**src/rtl/cmpt_pkg.sv**
```systemverilog
package cmpt_pkg;
  localparam int CTRL_W    = 16;
  localparam int MATCH_BIT = 15;
  localparam int OVF_BIT   = 14;
  localparam int MODE_BIT  = 8;
  localparam int IE_BIT    = 7;
  localparam int PRE_W     = 8;
  localparam logic [13:0] CFG_MASK  = 14'h01B7;
  localparam logic [1:0]  ROUTE_DMA = 2'd1;
  localparam logic [1:0]  ROUTE_IRQ = 2'd2;

  typedef struct packed {
    logic slowTick;
    logic cntTick;
    logic wrCtrl;
    logic wrCnt;
    logic wrCmp;
  } chStrobe_t;

  // slow strobes per count for a rate selection; zero means no counting
  function automatic logic [PRE_W-1:0] divLimit(input logic [2:0] sel);
    case (sel)
      3'd4:    divLimit = PRE_W'(8);
      3'd5:    divLimit = PRE_W'(32);
      3'd6:    divLimit = PRE_W'(128);
      3'd7:    divLimit = PRE_W'(1);
      default: divLimit = '0;
    endcase
  endfunction
endpackage

```
**src/rtl/cmpt_ctrl.sv**
```systemverilog
module cmpt_ctrl
  import cmpt_pkg::*;
#(
  parameter int NUM_CH = 2,
  parameter int ADDR_W = 8,
  parameter int DATA_W = 32,
  parameter int CNT_W  = 32
) (
  input  logic                              clk,
  input  logic                              rstN,
  input  logic                              slowTick,
  input  logic                              busSel,
  input  logic                              busWr,
  input  logic [ADDR_W-1:0]                 busAddr,
  input  logic [NUM_CH-1:0]                 runWdata,
  input  logic [NUM_CH-1:0][CTRL_W-1:0]     chCtrl,
  input  logic [NUM_CH-1:0][CNT_W-1:0]      chCnt,
  input  logic [NUM_CH-1:0][CNT_W-1:0]      chCmp,
  output chStrobe_t [NUM_CH-1:0]            chStb,
  output logic [DATA_W-1:0]                 busRdata
);
  localparam int BLK_W = ADDR_W - 4;

  logic [BLK_W-1:0]  blk;
  logic [1:0]        word;
  logic              aligned;
  logic              globalHit;
  logic [NUM_CH-1:0] runQ;

  assign blk       = busAddr[ADDR_W-1:4];
  assign word      = busAddr[3:2];
  assign aligned   = busSel && (busAddr[1:0] == 2'b00);
  assign globalHit = aligned && (blk == '0) && (word == 2'd0);

  always_ff @(posedge clk) begin
    if (!rstN)                 runQ <= '0;
    else if (globalHit && busWr) runQ <= runWdata;
  end

  for (genvar g = 0; g < NUM_CH; g++) begin : g_ch
    logic             chHit;
    logic [PRE_W-1:0] presQ;
    logic [PRE_W-1:0] limit;
    logic             lastPhase;

    assign chHit     = aligned && (blk == BLK_W'(g + 1));
    assign limit     = divLimit(chCtrl[g][2:0]);
    assign lastPhase = (limit != '0) && (presQ == limit - PRE_W'(1));

    always_ff @(posedge clk) begin
      if (!rstN || !runQ[g])             presQ <= '0;
      else if (slowTick && limit != '0)  presQ <= lastPhase ? '0 : presQ + PRE_W'(1);
    end

    assign chStb[g] = '{slowTick: slowTick,
                        cntTick:  runQ[g] && slowTick && lastPhase,
                        wrCtrl:   chHit && busWr && (word == 2'd0),
                        wrCnt:    chHit && busWr && (word == 2'd1),
                        wrCmp:    chHit && busWr && (word == 2'd2)};
  end

  always_comb begin
    busRdata = '0;
    if (globalHit) busRdata = DATA_W'(runQ);
    for (int i = 0; i < NUM_CH; i++) begin
      if (aligned && blk == BLK_W'(i + 1)) begin
        case (word)
          2'd0:    busRdata = DATA_W'(chCtrl[i]);
          2'd1:    busRdata = DATA_W'(chCnt[i]);
          2'd2:    busRdata = DATA_W'(chCmp[i]);
          default: busRdata = '0;
        endcase
      end
    end
  end
endmodule

```
**src/rtl/cmpt_chan.sv**
```systemverilog
module cmpt_chan
  import cmpt_pkg::*;
#(
  parameter int CNT_W  = 32,
  parameter int DATA_W = 32
) (
  input  logic              clk,
  input  logic              rstN,
  input  chStrobe_t         stb,
  input  logic [DATA_W-1:0] wdata,
  output logic [CTRL_W-1:0] ctrlQ,
  output logic [CNT_W-1:0]  cntQ,
  output logic [CNT_W-1:0]  cmpQ,
  output logic              irq,
  output logic              dmaReq
);
  logic [13:0]      cfgQ;
  logic             matchQ;
  logic             ovfQ;
  logic [CNT_W-1:0] pendQ;
  logic [1:0]       pendCntQ;
  logic             atCmp;
  logic             matchHit;
  logic             wrapHit;
  logic             loadNow;
  logic [1:0]       route;

  assign route    = cfgQ[5:4];
  assign atCmp    = (cntQ == cmpQ);
  assign matchHit = stb.cntTick && atCmp;
  assign wrapHit  = stb.cntTick && (&cntQ);
  assign loadNow  = stb.slowTick && (pendCntQ == 2'd1) && !stb.wrCnt;

  always_ff @(posedge clk) begin
    if (!rstN) begin
      cfgQ     <= '0;
      matchQ   <= 1'b0;
      ovfQ     <= 1'b0;
      cntQ     <= '0;
      cmpQ     <= '0;
      pendQ    <= '0;
      pendCntQ <= '0;
      dmaReq   <= 1'b0;
    end else begin
      if (stb.wrCmp) cmpQ <= wdata[CNT_W-1:0];
      if (stb.wrCtrl) cfgQ <= wdata[13:0] & CFG_MASK;

      if (stb.wrCnt) begin
        pendQ    <= wdata[CNT_W-1:0];
        pendCntQ <= 2'd2;
      end else if (stb.slowTick && pendCntQ != 2'd0) begin
        pendCntQ <= pendCntQ - 2'd1;
      end

      if (loadNow)          cntQ <= pendQ;
      else if (stb.cntTick) cntQ <= (cfgQ[MODE_BIT] && atCmp) ? '0 : cntQ + 1'b1;

      matchQ <= matchHit | (matchQ & ~(stb.wrCtrl & ~wdata[MATCH_BIT]));
      ovfQ   <= wrapHit  | (ovfQ   & ~(stb.wrCtrl & ~wdata[OVF_BIT]));
      dmaReq <= matchHit && (route == ROUTE_DMA);
    end
  end

  assign ctrlQ = {matchQ, ovfQ, cfgQ};
  assign irq   = matchQ && (route == ROUTE_IRQ) && cfgQ[IE_BIT];
endmodule

```
**src/rtl/cmp_match_timer.sv**
```systemverilog
module cmp_match_timer
  import cmpt_pkg::*;
#(
  parameter int NUM_CH = 2,
  parameter int ADDR_W = 8,
  parameter int DATA_W = 32,
  parameter int CNT_W  = 32
) (
  input  logic              clk,
  input  logic              rstN,
  input  logic              slowTick,
  input  logic              busSel,
  input  logic              busWr,
  input  logic [ADDR_W-1:0] busAddr,
  input  logic [DATA_W-1:0] busWdata,
  output logic [DATA_W-1:0] busRdata,
  output logic [NUM_CH-1:0] irq,
  output logic [NUM_CH-1:0] dmaReq
);
  chStrobe_t [NUM_CH-1:0]          chStb;
  logic [NUM_CH-1:0][CTRL_W-1:0]   chCtrl;
  logic [NUM_CH-1:0][CNT_W-1:0]    chCnt;
  logic [NUM_CH-1:0][CNT_W-1:0]    chCmp;
  logic [NUM_CH-1:0]               tickVec;
  logic [NUM_CH-1:0]               matchVec;

  cmpt_ctrl #(.NUM_CH(NUM_CH), .ADDR_W(ADDR_W), .DATA_W(DATA_W), .CNT_W(CNT_W)) u_ctrl (
    .clk(clk), .rstN(rstN), .slowTick(slowTick), .busSel(busSel), .busWr(busWr),
    .busAddr(busAddr), .runWdata(busWdata[NUM_CH-1:0]), .chCtrl(chCtrl),
    .chCnt(chCnt), .chCmp(chCmp), .chStb(chStb), .busRdata(busRdata)
  );

  for (genvar g = 0; g < NUM_CH; g++) begin : g_chan
    cmpt_chan #(.CNT_W(CNT_W), .DATA_W(DATA_W)) u_chan (
      .clk(clk), .rstN(rstN), .stb(chStb[g]), .wdata(busWdata),
      .ctrlQ(chCtrl[g]), .cntQ(chCnt[g]), .cmpQ(chCmp[g]),
      .irq(irq[g]), .dmaReq(dmaReq[g])
    );
    assign tickVec[g]  = chStb[g].cntTick;
    assign matchVec[g] = chCtrl[g][MATCH_BIT];
  end
endmodule

```
**config.mk**
```make
export PLATFORM = sky130hd
export DESIGN_NAME = cmp_match_timer
export DESIGN_NICKNAME = d
export VERILOG_FILES = /design/src/rtl/cmpt_pkg.sv /design/src/rtl/cmpt_ctrl.sv /design/src/rtl/cmpt_chan.sv /design/src/rtl/cmp_match_timer.sv
export SDC_FILE = /design/constraint.sdc
export NUM_CORES = 1
export LEC_CHECK = 0
export BUFFER_PORTS_ARGS = -buffer_cell sky130_fd_sc_hd__clkbuf_2
export CORE_MARGIN = 2
export CORE_UTILIZATION = 45
export DETAILED_ROUTE_END_ITERATION = 8
export PLACE_DENSITY_LB_ADDON = 0.15
export SYNTH_ARGS = -nofsm -noshare
export SYNTH_HDL_FRONTEND = slang
export SYNTH_SLANG_ARGS = --single-unit
```
**constraint.sdc**
```tcl
create_clock -name clk -period 3.8 [get_ports clk]
set_input_delay 0.38 -clock clk [delete_from_list [all_inputs] [get_ports clk]]
set_output_delay 0.38 -clock clk [all_outputs]
set_load 0.01 [all_outputs]
```
==> results.md, run 1 <==
* Status: completed
* CP startpoint kind: register
* Global-route wire length before repair at roughly 65000 µm
* CP peak stage delay at ~0.90 ns
* Vias in the first global route at ~11000
* Drt first pass iters at 5
* Cell count after synthesis at 1597
* Critical path type: reg -> reg
* DRC viols at 0
* Htree depth at 1
* Routed via count at 12110
* Synth Area per Inst at approximately 7.9 µm²
* CTS tree: built
* Post-synth EDFFs at 0
* CTS Root Cell: clkbuf_16
* Predominant post-synthesis flop cell: dfxtp_1
* Commonest cells in the netlist: 234 x dfxtp_1, 206 x nand2_1, 190 x nor2_1
* N_diodes at 0
* Seq/Total Area, Yosys at 37.00%
* Clock Skew at between 0.01 and 0.015 ns
* # hold bufs at CTS at 0
* Fin area at around 14000 µm²
* Worst-skew pair later-pin latency at ~0.55 ns
* Syn_nets at 1652
* Final nets at about 1700
* Fillers at between 2000 and 3000
* Reg area at between 4000 and 5000 µm²
* Worst slew margin at ~28%
* Detail Route Antenna Nets at 0
* CTS Sinks at 234
* Cell Area, Synth at approximately 13000 µm²
* Final wirelength at between 40000 and 50000 µm
* Tot Pwr at roughly 5.8 mW
* Synth cell types at between 60 and 70
* Max cap viols at 0
* Warnings, synthesis at 0
* Largest net degree at the start of global routing at 70
* Peak supply drop at between 0.3 and 0.4 mV
* Total grt overflow at 0
* # Post-CTS Setup Buffers at 0
* Hpwl dp at 29090 µm
* Clk buf depth at 3
* Effective utilization at floorplan at 45.70%
* Area of the multi-input gates at approximately 7500 µm²
* Die H at ~170 µm
* Slowest-stage cell, CP: o31ai_4
* Die Width at between 150 and 200 µm
* Slew Viols, Final at 0
* Arrival time worst endpoint at roughly 3.4 ns
* Fin crit share at roughly four fifths
* Synth top area cells: dfxtp_1 37%, mux2i_1 8.1%, a21oi_1 6.2%
* Area Overhead vs Synth at 13.78%
* Top Ports at about 80
* Core ar. at ~28000 µm²
* Total GRT Usage at about 28%
* Yosys top cell area share at a little under two fifths
* Post-placement cell area at 13430 µm²
* Crit-path cells: xor2_1, nor4_1, nand4_1, o31ai_4, buf_4, a21oi_1, o221a_2
* Ys async rst share at 0%
* Dominant cell type by area after synthesis: dfxtp_1
* Worst hold path class: in -> reg
* Die area at 29490 µm²
* DR WL/cell at ~21 µm
* Slew @ Worst Pin at 1.080 ns
* Final TNS setup at 0 ns
* Worst Path Max Fanout at 23
* Antenna violations before repair at 0
* Cell family with most CP delay: compound AO/OA/AOI/OAI gates
* Port buffer count at 80
* Cts repair resizes at 0
* Final Hold Viols at 0
* FF+latch count, synth at around 230
* Worst Hold Slack at 0.1495 ns
* Final Wtd Congestion at between 0.9 and 1
* Worst-path clk slew at approximately 0.060 ns
* Final worst slack at approximately 0.82 ns
* RSZ-0062 raised after global routing: no
* Place WS at 0.9380 ns
* Number of DRC markers in iteration 0 at 1301
* DR vias/cell at between 5 and 6
* P_leak at around 5.3 nW
* TritonCTS buffer count at 28
* Final setup fails at 0
* Layout cell share with drive strength beyond 1 at 12.36%
* Required @ worst endpoint at 4.23 ns
* CP Capture Type: register
* PwrDens at just over 400 nW/µm²
* Min Tclk post-route at 2.981 ns
* Most common cell in the netlist: dfxtp_1
* Cell Rows at between 60 and 70
* WP buf/inv at 1
* Maximum operating frequency at 335.4 MHz
## layer usage
layer	vias up	GRT usage (%)	wire (µm)
li1	5788	-	-
met1	5836	39.58	18950
met2	417	45.43	19240
met3	71	2.439	2401
met4	0	9.098	1282
met5	-	0	0
## logic make-up after synthesis
kind of cell    count (synthesis)  synth area share [%]
compound gates                429                 22.00
simple gates                  578                 20.71
xor+xnor                       93                 6.433
buf+inv                       150                 4.724
fa+ha+maj                      10                0.9882
flops                         234                 37.00
mux                           103                 8.143
## registers in the layout, indices dropped and copies added (netlist names)
name,cells
g_chan.u_chan.pendCntQ,4
g_chan.u_chan.dmaReq,2
g_chan.u_chan.cfgQ,14
u_ctrl.g_ch.presQ,16
g_chan.u_chan.pendQ,64
g_chan.u_chan.cmpQ,64
g_chan.u_chan.cntQ,64
u_ctrl.runQ,2
g_chan.u_chan.matchQ,2
g_chan.u_chan.ovfQ,2
## layout by cell type (no fill, tap or decap), types with 19 or more instances in the layout
cell / instances
a22oi_1: 52
nor2_1: 186
nor3_1: 20
o21ai_0: 51
nand4_1: 40
a21oi_1: 157
xor2_1: 39
inv_1: 19
o22ai_1: 49
buf_4: 42
a211oi_1: 24
dfxtp_1: 234
nand2_1: 206
mux2i_1: 103
xnor2_1: 54
clkbuf_2: 80
nand3_1: 34
clkbuf_16: 29
## layout make-up
class,count,area share [%]
repair buffers,123,5.107
well taps,378,3.283
clock inverters,8,0.6428
inverters,20,0.5385
flip-flops and latches,234,32.52
clock buffers,44,6.123
multi-input cells,1213,51.78
## worst register-to-register path: stages, from the launching register on
cell     delay, ns
dfxtp_1       0.52
xor2_1        0.14
nor4_1        0.41
nand4_1       0.22
o31ai_4       0.90
buf_4         0.34
a21oi_1       0.07
o221a_2       0.26
## metrics by stage
stage	std cells	util, %
floorplan	1597	-
global placement	1968	48.48
detailed placement	1968	48.48
CTS	2020	51.99
global route	2020	51.99
finish	2020	51.99
## worst paths after layout
kind,depth (start not counted),from,slack [ns],to
max,7,g_chan[1].u_chan.cntQ[2]$_SDFFE_PN0P_,0.82,g_chan[1].u_chan.cntQ[14]$_SDFFE_PN0P_
min,3,busWdata[28],0.15,g_chan[1].u_chan.pendQ[28]$_SDFFE_PN0P_
max reg2reg,7,g_chan[1].u_chan.cntQ[2]$_SDFFE_PN0P_,0.82,g_chan[1].u_chan.cntQ[14]$_SDFFE_PN0P_
min reg2reg,2,g_chan[0].u_chan.pendQ[7]$_SDFFE_PN0P_,0.46,g_chan[0].u_chan.pendQ[7]$_SDFFE_PN0P_
## power by group
group | total (mW) | switching, mW | internal (mW)
combinational | 0.460 | 0.308 | 0.151
sequential | 2.53 | 0.0487 | 2.48
clock | 2.81 | 1.09 | 1.72
Power figures use the tool's default switching activity.
==> run 2, diff against run 1 <==
==> constraint.sdc (replaced) <==
create_clock -name clk -period 2.8 [get_ports clk]
set_input_delay 0.28 -clock clk [delete_from_list [all_inputs] [get_ports clk]]
set_output_delay 0.28 -clock clk [all_outputs]
set_load 0.01 [all_outputs]
==> results.md, run 2 (synthesis gave the netlist of run 1 again) <==
* Peak supply drop at ~0.43 mV
* Largest net degree at the start of global routing at 63
* Maximum operating frequency at 383.1 MHz
* CTS Root Cell: clkbuf_16
* Hpwl dp at 30070 µm
* Status: completed
* Worst-path clk slew at 0.06 ns
* N_diodes at 0
* Non-filler cells, final at a little over 2000
* Max cap viols at 0
* Arrival time worst endpoint at between 3 and 4 ns
* TritonCTS buffer count at 26
* Final setup fails at 0
* Vias in the first global route at ~11000
* Clk buf depth at 3
* Die H at 171.7 µm
* Worst hold path class: in -> reg
* Fin crit share at about 93%
* CP Capture Type: register
* Slew Viols, Final at 0
* Min Tclk post-route at 2.610 ns
* Fin area at ~15000 µm²
* Total GRT Usage at between 20% and 30%
* Required @ worst endpoint at ~3.3 ns
* DR WL/cell at approximately 21 µm
* Worst-skew pair later-pin latency at ~0.54 ns
* Cts repair resizes at 0
* CTS Sinks at ~230
* CTS tree: built
* Die area at between 20000 and 30000 µm²
* Commonest cells after routing, fill and taps aside: 234 x dfxtp_1, 206 x nand2_1, 186 x nor2_1
* Final TNS setup at 0 ns
* P_leak at 5.386 nW
* Port buffer count at 80
* Number of DRC markers in iteration 0 at 1200
* Final core occ at between 50% and 60%
* Detail Route Antenna Nets at 0
* Top Ports at 81
* RSZ-0062 raised after global routing: no
* Antenna violations before repair at 0
* Tot Pwr at between 7 and 8 mW
* PwrDens at 507.6 nW/µm²
* Place WS at roughly 0.21 ns
* Worst Hold Slack at ~0.043 ns
* # Post-CTS Setup Buffers at 0
* Area Overhead vs Synth at 15.07%
* CP startpoint kind: register
* Final wirelength at between 40000 and 50000 µm
* Inst Count DP at approximately 2000
* Slew @ Worst Pin at about 0.77 ns
* Clock Skew at 0.01583 ns
* Worst Path Max Fanout at 7
* Final Wtd Congestion at 0.9308
* Routed via count at roughly 12000
* DRC viols at 0
* Biggest regs: g_chan.u_chan.cmpQ (64), g_chan.u_chan.cntQ (64), g_chan.u_chan.pendQ (64)
* Fillers at roughly 2700
* Global-route wire length before repair at around 65000 µm
* Htree depth at 1
* # hold bufs at CTS at 0
* Drt first pass iters at 8
* Effective utilization at floorplan at between 40 and 50%
* Total grt overflow at 0
* Core ar. at ~28000 µm²
* Worst slew margin at between 40% and 50%
* Cell Rows at 61
* Post-placement cell area at 13760 µm²
* Final nets at between 1500 and 2000
* Most common cell after layout, fill and taps aside: dfxtp_1
* Layout cell share with drive strength beyond 1 at around 14%
* Die Width at about 170 µm
* Final worst slack at ~0.19 ns
* Critical path type: reg -> reg
* DR vias/cell at 5.969
* Final Hold Viols at 0
==> run 2: cell types whose count changed in the layout (fill, tap and decap cells not counted), sizes merged <==
cell	change
buf	+35
bufinv	-2
clkinvlp	-1
clkbuf	-3
clkinv	-2
==> run 2: metal layers <==
metal | GRT usage [%] | vias to the layer above | share of wire, %
li1 | - | 5835 | -
met1 | 40.23 | 5897 | 46
met2 | 44.96 | 405 | 45
met3 | 3.014 | 81 | 5.7
met4 | 9.061 | 0 | 3.3
met5 | 0 | - | 0
==> run 2: final cells by class <==
class | instances | area (µm²) | area share, %
multi-input cells | 1213 | 7460 | 51.20
flip-flops and latches | 234 | 4684 | 32.15
repair buffers | 158 | 1061 | 7.283
clock buffers | 41 | 798.3 | 5.479
well taps | 378 | 473.0 | 3.246
inverters | 20 | 77.57 | 0.5325
clock inverters | 3 | 15.01 | 0.1031
==> run 2: final timing paths <==
| path | to | depth (start not counted) | slack (ns) | startpoint |
|---|---|---|---|---|
| max reg2reg | g_chan[1].u_chan.ovfQ$_SDFF_PN0_ | 7 | 0.19 | g_chan[1].u_chan.cfgQ[0]$_SDFFE_PN0P_ |
| min | g_chan[1].u_chan.pendQ[27]$_SDFFE_PN0P_ | 3 | 0.04 | busWdata[27] |
| min reg2reg | g_chan[0].u_chan.pendQ[10]$_SDFFE_PN0P_ | 2 | 0.46 | g_chan[0].u_chan.pendQ[10]$_SDFFE_PN0P_ |
| max | g_chan[1].u_chan.ovfQ$_SDFF_PN0_ | 7 | 0.19 | g_chan[1].u_chan.cfgQ[0]$_SDFFE_PN0P_ |
==> run 2: report_power, final <==
part           internal [mW]  switching [mW]  leakage, nW  total (mW)
clock                   1.93            1.39        0.403        3.32
sequential              3.36          0.0518         1.88        3.42
combinational          0.225           0.431         3.10       0.656
==> run 2: worst max-delay path, stage by stage, from the launching register on <==
cell      delay [ns]
dfxtp_1         0.37
or3_1           0.39
ha_1            0.30
xor2_1          0.16
o211ai_1        0.16
or3_1           0.46
or4_1           0.55
a21oi_1         0.16
